`src/rtl/sreg_pkg.sv`:
```
package sreg_pkg;
  localparam int WORD_W   = 16;
  localparam int BYTE_W   = 8;
  localparam int FREQ_W   = 32;
  localparam int PHASE_W  = 12;
  localparam int NUM_FREQ = 2;
  localparam int NUM_PHASE = 4;
  localparam int HALVES_PER_FREQ = FREQ_W / WORD_W;
  localparam int FREQ_SLOTS = NUM_FREQ * HALVES_PER_FREQ;
  localparam int NUM_SLOTS  = FREQ_SLOTS + NUM_PHASE;
  localparam int SLOT_W     = $clog2(NUM_SLOTS);

  localparam logic [3:0] CMD_DEFER  = 4'b0010;
  localparam logic [3:0] CMD_DIRECT = 4'b0011;

  typedef struct packed {
    logic [3:0]        cmd;
    logic [3:0]        addr;
    logic [BYTE_W-1:0] data;
  } frame_t;
endpackage

```
`src/rtl/sreg_deframer.sv`:
```
module sreg_deframer #(
  parameter int SYNC_STAGES = 2,
  parameter int WORD_W      = 16
) (
  input  logic              clk,
  input  logic              rst_n,
  input  logic              sclk_i,
  input  logic              sdata_i,
  input  logic              frame_n_i,
  output logic              word_vld,
  output logic [WORD_W-1:0] word
);
  localparam int CNT_W = $clog2(WORD_W + 1);

  logic [SYNC_STAGES-1:0] sclk_sr, sdat_sr, frm_sr;
  logic sclk_s, sdat_s, frm_s, sclk_d, sclk_fall;
  logic [CNT_W-1:0]  bit_cnt;
  logic [WORD_W-1:0] shift_q;

  always_ff @(posedge clk) begin
    if (!rst_n) begin
      sclk_sr <= '0;
      sdat_sr <= '0;
      frm_sr  <= '1;
      sclk_d  <= 1'b0;
    end else begin
      sclk_sr <= {sclk_sr[SYNC_STAGES-2:0], sclk_i};
      sdat_sr <= {sdat_sr[SYNC_STAGES-2:0], sdata_i};
      frm_sr  <= {frm_sr[SYNC_STAGES-2:0], frame_n_i};
      sclk_d  <= sclk_s;
    end
  end

  assign sclk_s    = sclk_sr[SYNC_STAGES-1];
  assign sdat_s    = sdat_sr[SYNC_STAGES-1];
  assign frm_s     = frm_sr[SYNC_STAGES-1];
  assign sclk_fall = sclk_d & ~sclk_s;

  always_ff @(posedge clk) begin
    if (!rst_n) begin
      bit_cnt  <= '0;
      shift_q  <= '0;
      word_vld <= 1'b0;
    end else begin
      word_vld <= 1'b0;
      if (frm_s) begin
        bit_cnt <= '0;
      end else if (sclk_fall && bit_cnt != CNT_W'(WORD_W)) begin
        shift_q <= {shift_q[WORD_W-2:0], sdat_s};
        bit_cnt <= bit_cnt + 1'b1;
        if (bit_cnt == CNT_W'(WORD_W - 1)) word_vld <= 1'b1;
      end
    end
  end

  assign word = shift_q;


  strobe_high_no_word_chk: assert property (@(posedge clk) disable iff (!rst_n)
    frm_s |=> !word_vld);

  word_needs_fall_chk: assert property (@(posedge clk) disable iff (!rst_n)
    word_vld |-> $past(sclk_fall));
endmodule

```
`src/rtl/sreg_defer_stage.sv`:
```
module sreg_defer_stage
  import sreg_pkg::*;
(
  input  logic              clk,
  input  logic              rst_n,
  input  logic              word_vld,
  input  frame_t            frm,
  output logic              commit_vld,
  output logic [SLOT_W-1:0] commit_slot,
  output logic [WORD_W-1:0] commit_data
);
  logic [WORD_W-1:0] stage_q, merged;
  logic is_defer, is_direct, hi_half;

  assign is_defer  = (frm.cmd == CMD_DEFER);
  assign is_direct = (frm.cmd == CMD_DIRECT);
  assign hi_half   = frm.addr[0];

  always_comb begin
    merged = stage_q;
    if (hi_half) merged[WORD_W-1:BYTE_W] = frm.data;
    else         merged[BYTE_W-1:0]      = frm.data;
  end

  always_ff @(posedge clk) begin
    if (!rst_n) begin
      stage_q     <= '0;
      commit_vld  <= 1'b0;
      commit_slot <= '0;
      commit_data <= '0;
    end else begin
      commit_vld <= 1'b0;
      if (word_vld && (is_defer || is_direct)) stage_q <= merged;
      if (word_vld && is_direct) begin
        commit_vld  <= 1'b1;
        commit_slot <= SLOT_W'(frm.addr[3:1]);
        commit_data <= merged;
      end
    end
  end


  defer_no_commit_chk: assert property (@(posedge clk) disable iff (!rst_n)
    (word_vld && is_defer) |=> !commit_vld);

  direct_commits_chk: assert property (@(posedge clk) disable iff (!rst_n)
    (word_vld && is_direct) |=> commit_vld);

  other_cmd_keeps_stage_chk: assert property (@(posedge clk) disable iff (!rst_n)
    (word_vld && !is_defer && !is_direct) |=> ($stable(stage_q) && !commit_vld));
endmodule

```
`src/rtl/sreg_dest_bank.sv`:
```
module sreg_dest_bank
  import sreg_pkg::*;
(
  input  logic                              clk,
  input  logic                              rst_n,
  input  logic                              commit_vld,
  input  logic [SLOT_W-1:0]                 commit_slot,
  input  logic [WORD_W-1:0]                 commit_data,
  output logic [NUM_FREQ-1:0][FREQ_W-1:0]   freq,
  output logic [NUM_PHASE-1:0][PHASE_W-1:0] phase
);
  logic [NUM_SLOTS-1:0][WORD_W-1:0] slot_val;

  for (genvar s = 0; s < NUM_SLOTS; s++) begin : g_slot
    if (s < FREQ_SLOTS) begin : g_freq
      logic [WORD_W-1:0] q;
      always_ff @(posedge clk) begin
        if (!rst_n) q <= '0;
        else if (commit_vld && commit_slot == SLOT_W'(s)) q <= commit_data;
      end
      assign slot_val[s] = q;
    end else begin : g_phase
      logic [PHASE_W-1:0] q;
      always_ff @(posedge clk) begin
        if (!rst_n) q <= '0;
        else if (commit_vld && commit_slot == SLOT_W'(s)) q <= commit_data[PHASE_W-1:0];
      end
      assign slot_val[s] = {{(WORD_W-PHASE_W){1'b0}}, q};
    end
  end

  for (genvar f = 0; f < NUM_FREQ; f++) begin : g_fout
    for (genvar h = 0; h < HALVES_PER_FREQ; h++) begin : g_half
      assign freq[f][h*WORD_W +: WORD_W] = slot_val[f*HALVES_PER_FREQ + h];
    end
  end
  for (genvar p = 0; p < NUM_PHASE; p++) begin : g_pout
    assign phase[p] = slot_val[FREQ_SLOTS + p][PHASE_W-1:0];
  end


  idle_bank_stable_chk: assert property (@(posedge clk) disable iff (!rst_n)
    !commit_vld |=> $stable(slot_val));

  freq_commit_lands_chk: assert property (@(posedge clk) disable iff (!rst_n)
    (commit_vld && commit_slot < SLOT_W'(FREQ_SLOTS)) |=>
      slot_val[$past(commit_slot)] == $past(commit_data));
endmodule

```
`src/rtl/ser_reg_loader.sv`:
```
module ser_reg_loader
  import sreg_pkg::*;
(
  input  logic               clk,
  input  logic               rst_n,
  input  logic               sclk_i,
  input  logic               sdata_i,
  input  logic               frame_n_i,
  output logic [FREQ_W-1:0]  freq0_o,
  output logic [FREQ_W-1:0]  freq1_o,
  output logic [PHASE_W-1:0] phase0_o,
  output logic [PHASE_W-1:0] phase1_o,
  output logic [PHASE_W-1:0] phase2_o,
  output logic [PHASE_W-1:0] phase3_o
);
  logic              word_vld, commit_vld;
  logic [WORD_W-1:0] word, commit_data;
  logic [SLOT_W-1:0] commit_slot;
  logic [NUM_FREQ-1:0][FREQ_W-1:0]   freq;
  logic [NUM_PHASE-1:0][PHASE_W-1:0] phase;

  sreg_deframer #(.SYNC_STAGES(2), .WORD_W(WORD_W)) u_rx (
    .clk(clk), .rst_n(rst_n), .sclk_i(sclk_i), .sdata_i(sdata_i),
    .frame_n_i(frame_n_i), .word_vld(word_vld), .word(word)
  );

  sreg_defer_stage u_stage (
    .clk(clk), .rst_n(rst_n), .word_vld(word_vld), .frm(frame_t'(word)),
    .commit_vld(commit_vld), .commit_slot(commit_slot), .commit_data(commit_data)
  );

  sreg_dest_bank u_bank (
    .clk(clk), .rst_n(rst_n), .commit_vld(commit_vld), .commit_slot(commit_slot),
    .commit_data(commit_data), .freq(freq), .phase(phase)
  );

  assign freq0_o  = freq[0];
  assign freq1_o  = freq[1];
  assign phase0_o = phase[0];
  assign phase1_o = phase[1];
  assign phase2_o = phase[2];
  assign phase3_o = phase[3];
endmodule

```
`config.mk`:
```
export PLATFORM = sky130hd
export DESIGN_NAME = ser_reg_loader
export DESIGN_NICKNAME = d
export VERILOG_FILES = /design/src/rtl/sreg_pkg.sv /design/src/rtl/sreg_deframer.sv /design/src/rtl/sreg_defer_stage.sv /design/src/rtl/sreg_dest_bank.sv /design/src/rtl/ser_reg_loader.sv
export SDC_FILE = /design/constraint.sdc
export NUM_CORES = 1
export LEC_CHECK = 0
export BUFFER_PORTS_ARGS = -buffer_cell sky130_fd_sc_hd__clkbuf_2
export CAP_MARGIN = 20
export CORE_ASPECT_RATIO = 1.2
export CORE_UTILIZATION = 40
export CTS_BUF_LIST = sky130_fd_sc_hd__clkbuf_8
export DETAILED_ROUTE_END_ITERATION = 10
export GPL_ROUTABILITY_DRIVEN = 0
export PLACE_DENSITY = 0.6
export SETUP_SLACK_MARGIN = 0.15
export SLEW_MARGIN = 20
export SYNTH_ARGS = -nofsm -noshare
export SYNTH_HDL_FRONTEND = slang
export SYNTH_SLANG_ARGS = --single-unit
```
`constraint.sdc`:
```
create_clock -name clk -period 3.3 [get_ports clk]
set_input_delay 0.165 -clock clk [delete_from_list [all_inputs] [get_ports clk]]
set_output_delay 0.165 -clock clk [all_outputs]
set_load 0.01 [all_outputs]
```
Word-level counts from Yosys, hierarchy flattened
Index checks and enable logic that the tools add are counted.
{ "classes": {"addsub": 1, "eq_ne": 11, "muxes": 4, "n_bitwise": 5, "n_reduce_logical": 16} }
{ "ops": {"columns": ["operator", "n"], "rows": [
  ["$mux 8", 2],
  ["$eq 3x3->1 const B", 4],
  ["$logic_and 1x1->1", 11],
  ["$eq 4x2->1 const B", 2],
  ["$eq 3x2->1 const B", 2],
  ["$add 5x1->5 const B", 1],
  ["$eq 5x4->1 const B", 1],
  ["$ne 5x5->1 const B", 1],
  ["$not 1->1", 4],
  ["$eq 3x1->1 const B", 1],
  ["$logic_not 3->1", 1],
  ["$reduce_or 3->1", 1],
  ["$mux 1", 2],
  ["$reduce_and 2->1", 1],
  ["$reduce_or 2->1", 1],
  ["$and 1x1->1", 1],
  ["$logic_or 1x1->1", 1]
]} }
{ "word_totals": {"regBits": 177, "inputBits": 5, "out_inout_bits": 112, "word_cells": 56} }

Longest topological paths before layout
Gate-level depths: netlist of the first run.
{ "depth": {"ltp_word": 5, "depth_mapped": 7, "ltp_nobuf": 5} }

By module
A second synthesis of the first run with hierarchy kept.
{ "hier_totals": {"hier_cells": 640, "hier_area_um2": 6706.4} }
{ "by_module_without_submodules": {"columns": ["module", "instances", "cells_per_inst", "area_per_inst_um2", "seq_area_each_um2"], "rows": [
  ["sreg_dest_bank", 1, 386, 4057.6, 2242.2],
  ["sreg_defer_stage", 1, 152, 1559.0, 720.7],
  ["sreg_deframer", 1, 102, 1089.8, 580.6]
]} }

Least setup slack after synthesis of the first run
Ideal clock, no wire load.
{ "synth_timing": {"path_kind": "register -> register", "from": "register u_rx.bit_cnt[0]", "to": "register u_rx.shift_q[0], in the netlist u_rx.word[0]", "setup_ns": 0.121, "t_arrival_ns": 1.522, "required_time_ns": 3.179, "slack_ns": 1.656, "stages_incl_launch_ff": 8, "path_buffers": 2, "period_less_slack_ns": 1.644, "cell_sequence": "dfxtp_1 inv_1 ha_1 and4bb_1 or3_1 buf_6 buf_12 mux2i_1"} }
{ "synth_between": {"elab_chain_cells": 3} }
{ "synth_lines": {"columns": ["item", "line", "source"], "rows": [
  ["start, declared", "sreg_deframer.sv:17", "logic [CNT_W-1:0] bit_cnt;"],
  ["start signal, assigned", "sreg_deframer.sv:50", "bit_cnt <= bit_cnt + 1'b1;"],
  ["$ne 5x5->1", "sreg_deframer.sv:48", "end else if (sclk_fall && bit_cnt != CNT_W'(WORD_W)) begin"],
  ["$logic_and 1x1->1", "sreg_deframer.sv:48", null],
  ["$reduce_and 2->1 (no source line)", null, null],
  ["end signal, assigned", "sreg_deframer.sv:49", "shift_q <= {shift_q[WORD_W-2:0], sdat_s};"],
  ["end, declared", "sreg_deframer.sv:18", "logic [WORD_W-1:0] shift_q;"]
]} }
Every way passes these cells.
A chain may end at the register's enable or synchronous reset.

Worst setup path after layout of the first run
{ "layout_timing": {"from": "register u_rx.bit_cnt[0]", "to": "register u_rx.shift_q[5], in the netlist u_rx.word[5]"} }
Same word-level chain as after synthesis.

==> impl_metrics.py, run 1 <==
metrics = {
    "status": {
        "status": "finished clean",
    },
    "cts": {
        "cts_tree": "done",
        "clkTransAtPathRegs_ps": 90,
        "cts_root_buf": "clkbuf_8",
        "post_cts_buffers": 0,
        "clkSinkCount": 177,
        "ctsHtreeMaxLevel": 4,
        "clock_latency_ps": 460,
        "clock_path_buffers": 2,
        "numCtsBuffers": 17,
        "cts-resized-gates": 0,
        "cts_hold_buf": 3,
    },
    "synthesis": {
        "synth-simple-area-share_pct": 20.56,
        "synthDistinctLibCells": 40,
        "synth_area_per_cell_um2": 9.086,
        "synth_compound_area_share_pct": 15.23,
        "yosys_warnings": 0,
        "synthXorXnorAreaFrac_pct": 0,
        "synthArstFlopShare_pct": 0,
        "synthMuxAreaShare_pct": 7.422,
        "synth.net_count": 765,
        "synth_top_family_by_area": "simple AND/OR/NAND/NOR gates",
        "synth-edff-count": 0,
        "syn_area_um2": 6878,
        "synth-seq-area-share_pct": 51.52,
        "synth_cells": 757,
        "synthAdderAreaFrac_pct": 0.5458,
        "synth_flop_cell": "dfxtp_1",
        "ys_ff_latch": 177,
    },
    "power_and_ir_drop": {
        "p_total_mw": 3.843,
        "pwr-share-seq_pct": 55.6,
        "p_int_mw": 3.029,
        "clkPwrFrac_pct": 42.8,
        "p_per_area_nw_per_um2": 482.5,
        "swShare_pct": 21.19,
        "power_switching_mw": 0.8141,
        "ir_drop_v": 0.0002112,
        "p_comb_share_pct": 1.5,
        "leakagePower_nw": 3.204,
    },
    "critical_path": {
        "reg2reg_from": "u_rx.bit_cnt[0]",
        "cp_cell_sequence": "inv_1 > ha_1 > and4bb_1 > or3_1 > mux2i_1",
        "path_delay_family": "simple AND/OR/NAND/NOR gates",
        "end_kind": "register",
        "crit_slowest_cell": "or3_1",
        "cp.depth": 5,
        "critPathLaunch": "u_rx.bit_cnt[0]",
        "arrival_ps": 2280,
        "cp-start-kind": "register",
        "path_class": "register to register",
        "path_buf_inv": 1,
        "max_stage_delay_ps": 720,
        "r2r_cells": 5,
        "rr_endpoint": "u_rx.word[5]",
        "required_ps": 3600,
        "critPathCapture": "u_rx.word[5]",
        "ff2ff_setup_slack_ps": 1330,
        "cp_max_fo": 16,
    },
    "drt": {
        "wirelength_um": 16740,
        "antenna_left": 0,
        "drt-pass1-iter-count": 4,
        "initialDrtViolationCount": 313,
        "num_vias": 5236,
        "viasPerCell": 4.921,
        "wl_per_cell_um": 15.73,
        "drcViolationCount": 0,
    },
    "sta": {
        "holdWs_ps": 215.8,
        "clock-skew-final_ps": 13.62,
        "tightest_slew_ps": 878.2,
        "rsz0062_at_grt": "false",
        "fmaxAchievable_ghz": 0.5064,
        "max_slew_margin_pct": 41.45,
        "hold_viol_final": 0,
        "slew_violations": 0,
        "setup_ws_ps": 1325,
        "setup_viol": 0,
        "tns_ps": 0,
        "min_period_ps": 1975,
        "finalCritPeriodShare_pct": 59.84,
    },
    "layout": {
        "fin_cells": 1064,
        "fillerInstances": 1667,
        "final_cell_mix": "nand2_1 (262), dfxtp_1 (177), clkbuf_2 (115)",
        "final_layout_size_suffix_gt1_share_pct": 19.22,
        "final_common_cell": "nand2_1",
        "finalInstanceArea_um2": 7965,
        "synthToLayoutAreaGrowth_pct": 15.81,
        "final_util_pct": 47.27,
        "diodes": 0,
        "fin_nets": 843,
    },
    "placement": {
        "hpwl_um": 10810,
        "place_area_um2": 7490,
        "dp_slack_ps": 1331,
        "place_inst": 1029,
        "io_buffers": 116,
    },
    "grt": {
        "antenna_found_initial": 0,
        "track_usage_pct": 19.39,
        "grt_start_max_net_pins": 75,
        "grt_pass1_vias": 4851,
        "gr-total-overflow": 0,
        "grt_pass1_wl_um": 26230,
    },
    "floorplan": {
        "die_x_um": 121.7,
        "core_um2": 16850,
        "start_util_pct": 40.82,
        "die_area_um2": 17730,
        "rows": 52,
        "dieHeight_um": 145.6,
        "num_io_pins": 117,
    },
    "flow_run": {
        "drv_cap": 0,
    },
    "worst_hold_path": {
        "hp-class": "input pin to register",
        "hold_start": "rst_n",
    },
}
-- cell usage after synthesis, types with 2 or more instances --
library cell    n  share of area (%)
nand2_1       262                 14
dfxtp_1       177                 52
a21boi_0      103                 11
mux2i_1        51                7.4
clkbuf_1       39                2.1
buf_2          23                1.7
nand3_1        18                1.3
o211a_1        16                2.3
a21boi_1        9               0.98
and2_1          6               0.55
nand2b_1        4               0.36
and4b_1         3               0.44
ha_1            3               0.55
inv_1           3               0.16
nand4b_1        3               0.38
nand4bb_1       3               0.49
nor2b_1         3               0.27
a21oi_1         2               0.15
and3_1          2               0.18
and4bb_2        2               0.36
clkbuf_2        2               0.15
nand4_1         2               0.18
nor4bb_1        2               0.29
o21ai_0         2               0.15
or3_1           2               0.18
-- registers in the layout (all words and copies together), names as in the netlist, 2 cells and up --
name	count
u_bank.g_slot.g_freq.q	64
u_bank.g_slot.g_phase.q	48
u_rx.bit_cnt	5
u_rx.frm_sr	2
u_rx.sclk_sr	2
u_rx.sdat_sr	2
u_rx.word	16
u_stage.commit_data	16
u_stage.commit_slot	3
u_stage.stage_q	16
-- power groups by stage --
| stage | combinational, mW | clock (mW) | sequential (mW) |
|---|---|---|---|
| 2_1_floorplan | 0.0440 | 0 | 2.19 |
| 3_3_place_gp | 0.0574 | 0 | 2.19 |
| 3_5_place_dp | 0.0570 | 0 | 2.19 |
| 4_1_cts | 0.0597 | 1.69 | 2.14 |
| 5_1_grt | 0.0643 | 1.78 | 2.14 |
| 6_report | 0.0589 | 1.65 | 2.14 |
-- area by class of cell --
cell class	instances	area (µm²)	share of cell area, %
Multi-Input combinational cell	509	3022	37.94
Clock buffer	19	261.5	3.283
Tap cell	216	270.3	3.393
Timing Repair Buffer	127	673.1	8.451
Clock inverter	13	183.9	2.309
Sequential cell	177	3543	44.49
Inverter	3	11.26	0.1414
-- metal layers --
metal,vias to the layer above,GRT usage (%),wire length [µm]
li1,2668,-,-
met4,0,7.222,262
met1,2451,25.68,8049
met3,19,3.840,687
met2,98,30.97,7743
met5,-,0,0
-- cell families after synthesis --
group / after synthesis
AOI/OAI and AO/OA: 135
adders and majority gates: 3
buffers and inverters: 71
DFF: 177
muxes: 51
and+or+nand+nor: 320
-- worst min path at each step --
| stage | endpoint | cells after the start |
|---|---|---|
| 2_1_floorplan | u_rx.frm_sr[0] | 1 |
| 3_3_place_gp | u_rx.frm_sr[0] | 2 |
| 3_5_place_dp | u_rx.frm_sr[0] | 2 |
| 4_1_cts | u_stage.commit_data[5] | 2 |
| 5_1_grt | u_stage.commit_data[5] | 2 |
| 6_report | u_stage.commit_data[5] | 2 |
(Power assumes the default switching activity.)
==> inputs of run 2 (changes only) <==
==> constraint.sdc (replaced) <==
create_clock -name clk -period 1.9 [get_ports clk]
set_input_delay 0.095 -clock clk [delete_from_list [all_inputs] [get_ports clk]]
set_output_delay 0.095 -clock clk [all_outputs]
set_load 0.01 [all_outputs]
==> run 2 against run 1 <==
Hold slack improved by 170 ps. Total power is 59% higher. Cell count increased by 2.3%. Critical path type unchanged. Largest cell class unchanged. Cell area increased by 1.7%. Register-to-register slack worse by 1100 ps. Utilization is 0.79 points higher. Wire length increased by 2.0%.
==> impl_metrics.py, run 2 (synthesis gave the netlist of run 1 again) <==
metrics = {
    "grt": {
        "gr-total-overflow": 0,
        "grt_pass1_wl_um": 27340,
        "grt_pass1_vias": 5084,
        "antenna_found_initial": 0,
        "grt_start_max_net_pins": 44,
        "track_usage_pct": 20.11,
    },
    "cts": {
        "clock_path_buffers": 2,
        "clkSinkCount": 177,
        "cts_tree": "done",
        "clkTransAtPathRegs_ps": 90,
        "clock_latency_ps": 450,
        "ctsHtreeMaxLevel": 4,
        "cts_root_buf": "clkbuf_8",
        "numCtsBuffers": 17,
    },
    "critical_path": {
        "required_ps": 2240,
        "arrival_ps": 1980,
        "end_kind": "register",
        "cp_cell_sequence": "inv_1 > ha_1 > and4bb_1 > or3_1 > buf_6 > mux2i_1",
        "cp_max_fo": 16,
        "cp-start-kind": "register",
        "r2r_cells": 6,
        "crit_slowest_cell": "or3_1",
        "max_stage_delay_ps": 360,
        "path_class": "register to register",
        "rr_endpoint": "u_rx.word[13]",
        "reg2reg_from": "u_rx.bit_cnt[0]",
        "ff2ff_setup_slack_ps": 260,
    },
    "layout": {
        "largestRegisters": "u_bank.g_slot.g_freq.q (64), u_bank.g_slot.g_phase.q (48)",
        "finalInstanceArea_um2": 8098,
        "top_register": "u_bank.g_slot.g_freq.q",
        "final_common_cell": "nand2_1",
        "fillerInstances": 1665,
        "fin_nets": 868,
        "final_layout_size_suffix_gt1_share_pct": 21.31,
        "diodes": 0,
        "seq_area_um2": 3546,
        "largest_reg_flops": 64,
        "synthToLayoutAreaGrowth_pct": 17.74,
        "multi_input_comb_area_um2": 3027,
        "final_cell_mix": "nand2_1 (262), dfxtp_1 (175), clkbuf_2 (115)",
    },
    "sta": {
        "clock-skew-final_ps": 10.09,
        "min_period_ps": 1639,
        "rsz0062_at_grt": "false",
        "setup_viol": 0,
        "tns_ps": 0,
        "max_slew_margin_pct": 54.53,
        "hold_viol_final": 0,
        "finalCritPeriodShare_pct": 86.26,
        "fmaxAchievable_ghz": 0.6102,
        "tightest_slew_ps": 681.1,
        "slew_violations": 0,
    },
    "floorplan": {
        "die_area_um2": 17730,
        "die_x_um": 121.7,
        "num_io_pins": 117,
        "core_um2": 16850,
        "rows": 52,
        "dieHeight_um": 145.6,
        "start_util_pct": 40.82,
    },
    "drt": {
        "wirelength_um": 17070,
        "initialDrtViolationCount": 325,
        "num_vias": 5337,
        "wl_per_cell_um": 15.68,
        "drt-pass1-iter-count": 4,
        "viasPerCell": 4.901,
        "antenna_left": 0,
        "drcViolationCount": 0,
    },
    "worst_hold_path": {
        "holdPathEnd": "u_rx.sclk_sr[0]",
        "hp-class": "input pin to register",
        "min_delay_path_depth": 3,
        "hold_start": "sclk_i",
    },
    "placement": {
        "io_buffers": 116,
        "hpwl_um": 11290,
        "place_area_um2": 7692,
    },
    "power_and_ir_drop": {
        "leakagePower_nw": 3.306,
        "ir_drop_v": 0.0004105,
        "p_per_area_nw_per_um2": 753.7,
    },
    "flow_run": {
        "drv_cap": 0,
    },
    "status": {
        "status": "finished clean",
    },
}
[run 2: changes by cell type in the layout (fill, tap and decap cells not counted), moves of 2 or more]
| cell | previous run | this run |
|---|---|---|
| dfxtp_1 | 177 | 175 |
| bufinv_16 | 4 | 0 |
| buf_4 | 9 | 28 |
| inv_1 | 3 | 7 |
| dfxtp_2 | 0 | 2 |
| buf_12 | 0 | 3 |
| dlygate4sd3_1 | 3 | 5 |
[run 2: layout make-up]
class / count / area share [%]
multi-input cells: 509 / 37.38
flip-flops and latches: 177 / 43.79
clock buffers: 19 / 3.229
repair buffers: 152 / 11.20
inverters: 3 / 0.1391
well taps: 216 / 3.337
clock inverters: 13 / 0.9271
[run 2: through the flow]
step	hold slack, ps	cells	power (mW)	util [%]	worst slack, ps
2_1_floorplan	196.5	757	3.878	-	256.2
3_3_place_gp	277.8	1051	3.916	45.65	238.2
4_1_cts	345.8	1088	6.191	47.94	182.9
3_5_place_dp	280.2	1051	3.916	45.65	210.0
6_report	381.8	1089	6.103	48.05	261.1
5_1_grt	358.5	1089	6.346	48.05	173.9
[run 2: worst max-delay path by stage]
| stage | endpoint | start |
|---|---|---|
| 6_report | u_rx.word[13] | u_rx.bit_cnt[0] |
| 5_1_grt | u_stage.stage_q[13] | u_rx.word[14] |
| 4_1_cts | u_rx.word[13] | u_rx.bit_cnt[0] |
| 3_5_place_dp | u_rx.word[13] | u_rx.bit_cnt[0] |
| 3_3_place_gp | u_rx.word[3] | u_rx.bit_cnt[0] |
| 2_1_floorplan | u_rx.word[0] | u_rx.bit_cnt[0] |
[run 2: report_power, final]
| part | switching, mW | total (mW) | internal, mW | leakage, nW |
|---|---|---|---|---|
| sequential | 0.00220 | 3.71 | 3.71 | 1.43 |
| clock | 1.32 | 2.27 | 0.948 | 0.182 |
| combinational | 0.0603 | 0.121 | 0.0603 | 1.70 |
[run 2: routing by layer]
| metal | GRT usage [%] | part of all wire, % | wire length [µm] | vias up |
|---|---|---|---|---|
| met3 | 4.310 | 3.5 | 606 | 16 |
| met1 | 26.39 | 46 | 7933 | 2506 |
| met2 | 32.76 | 49 | 8329 | 95 |
| met4 | 6.173 | 1.2 | 201 | 0 |
| li1 | - | - | - | 2720 |
| met5 | 0 | 0 | 0 | - |
[run 2: critical path, delay by kind of cell, from the launching register on]
family / cells / cell delay, ps
AND/OR/NAND/NOR: 2 / 580
buffers and inverters: 2 / 250
multiplexers: 1 / 140
adder cells (fa/ha/maj): 1 / 200
flip-flops: 1 / 350
[run 2: timing repair]
item / CTS / global route
endpoints found under the hold margin: 4 / 0
resized for setup: 0 / 5
endpoints found under the setup margin: 0 / 35
hold buffers: 5 / 0
buffers inserted: 0 / 1
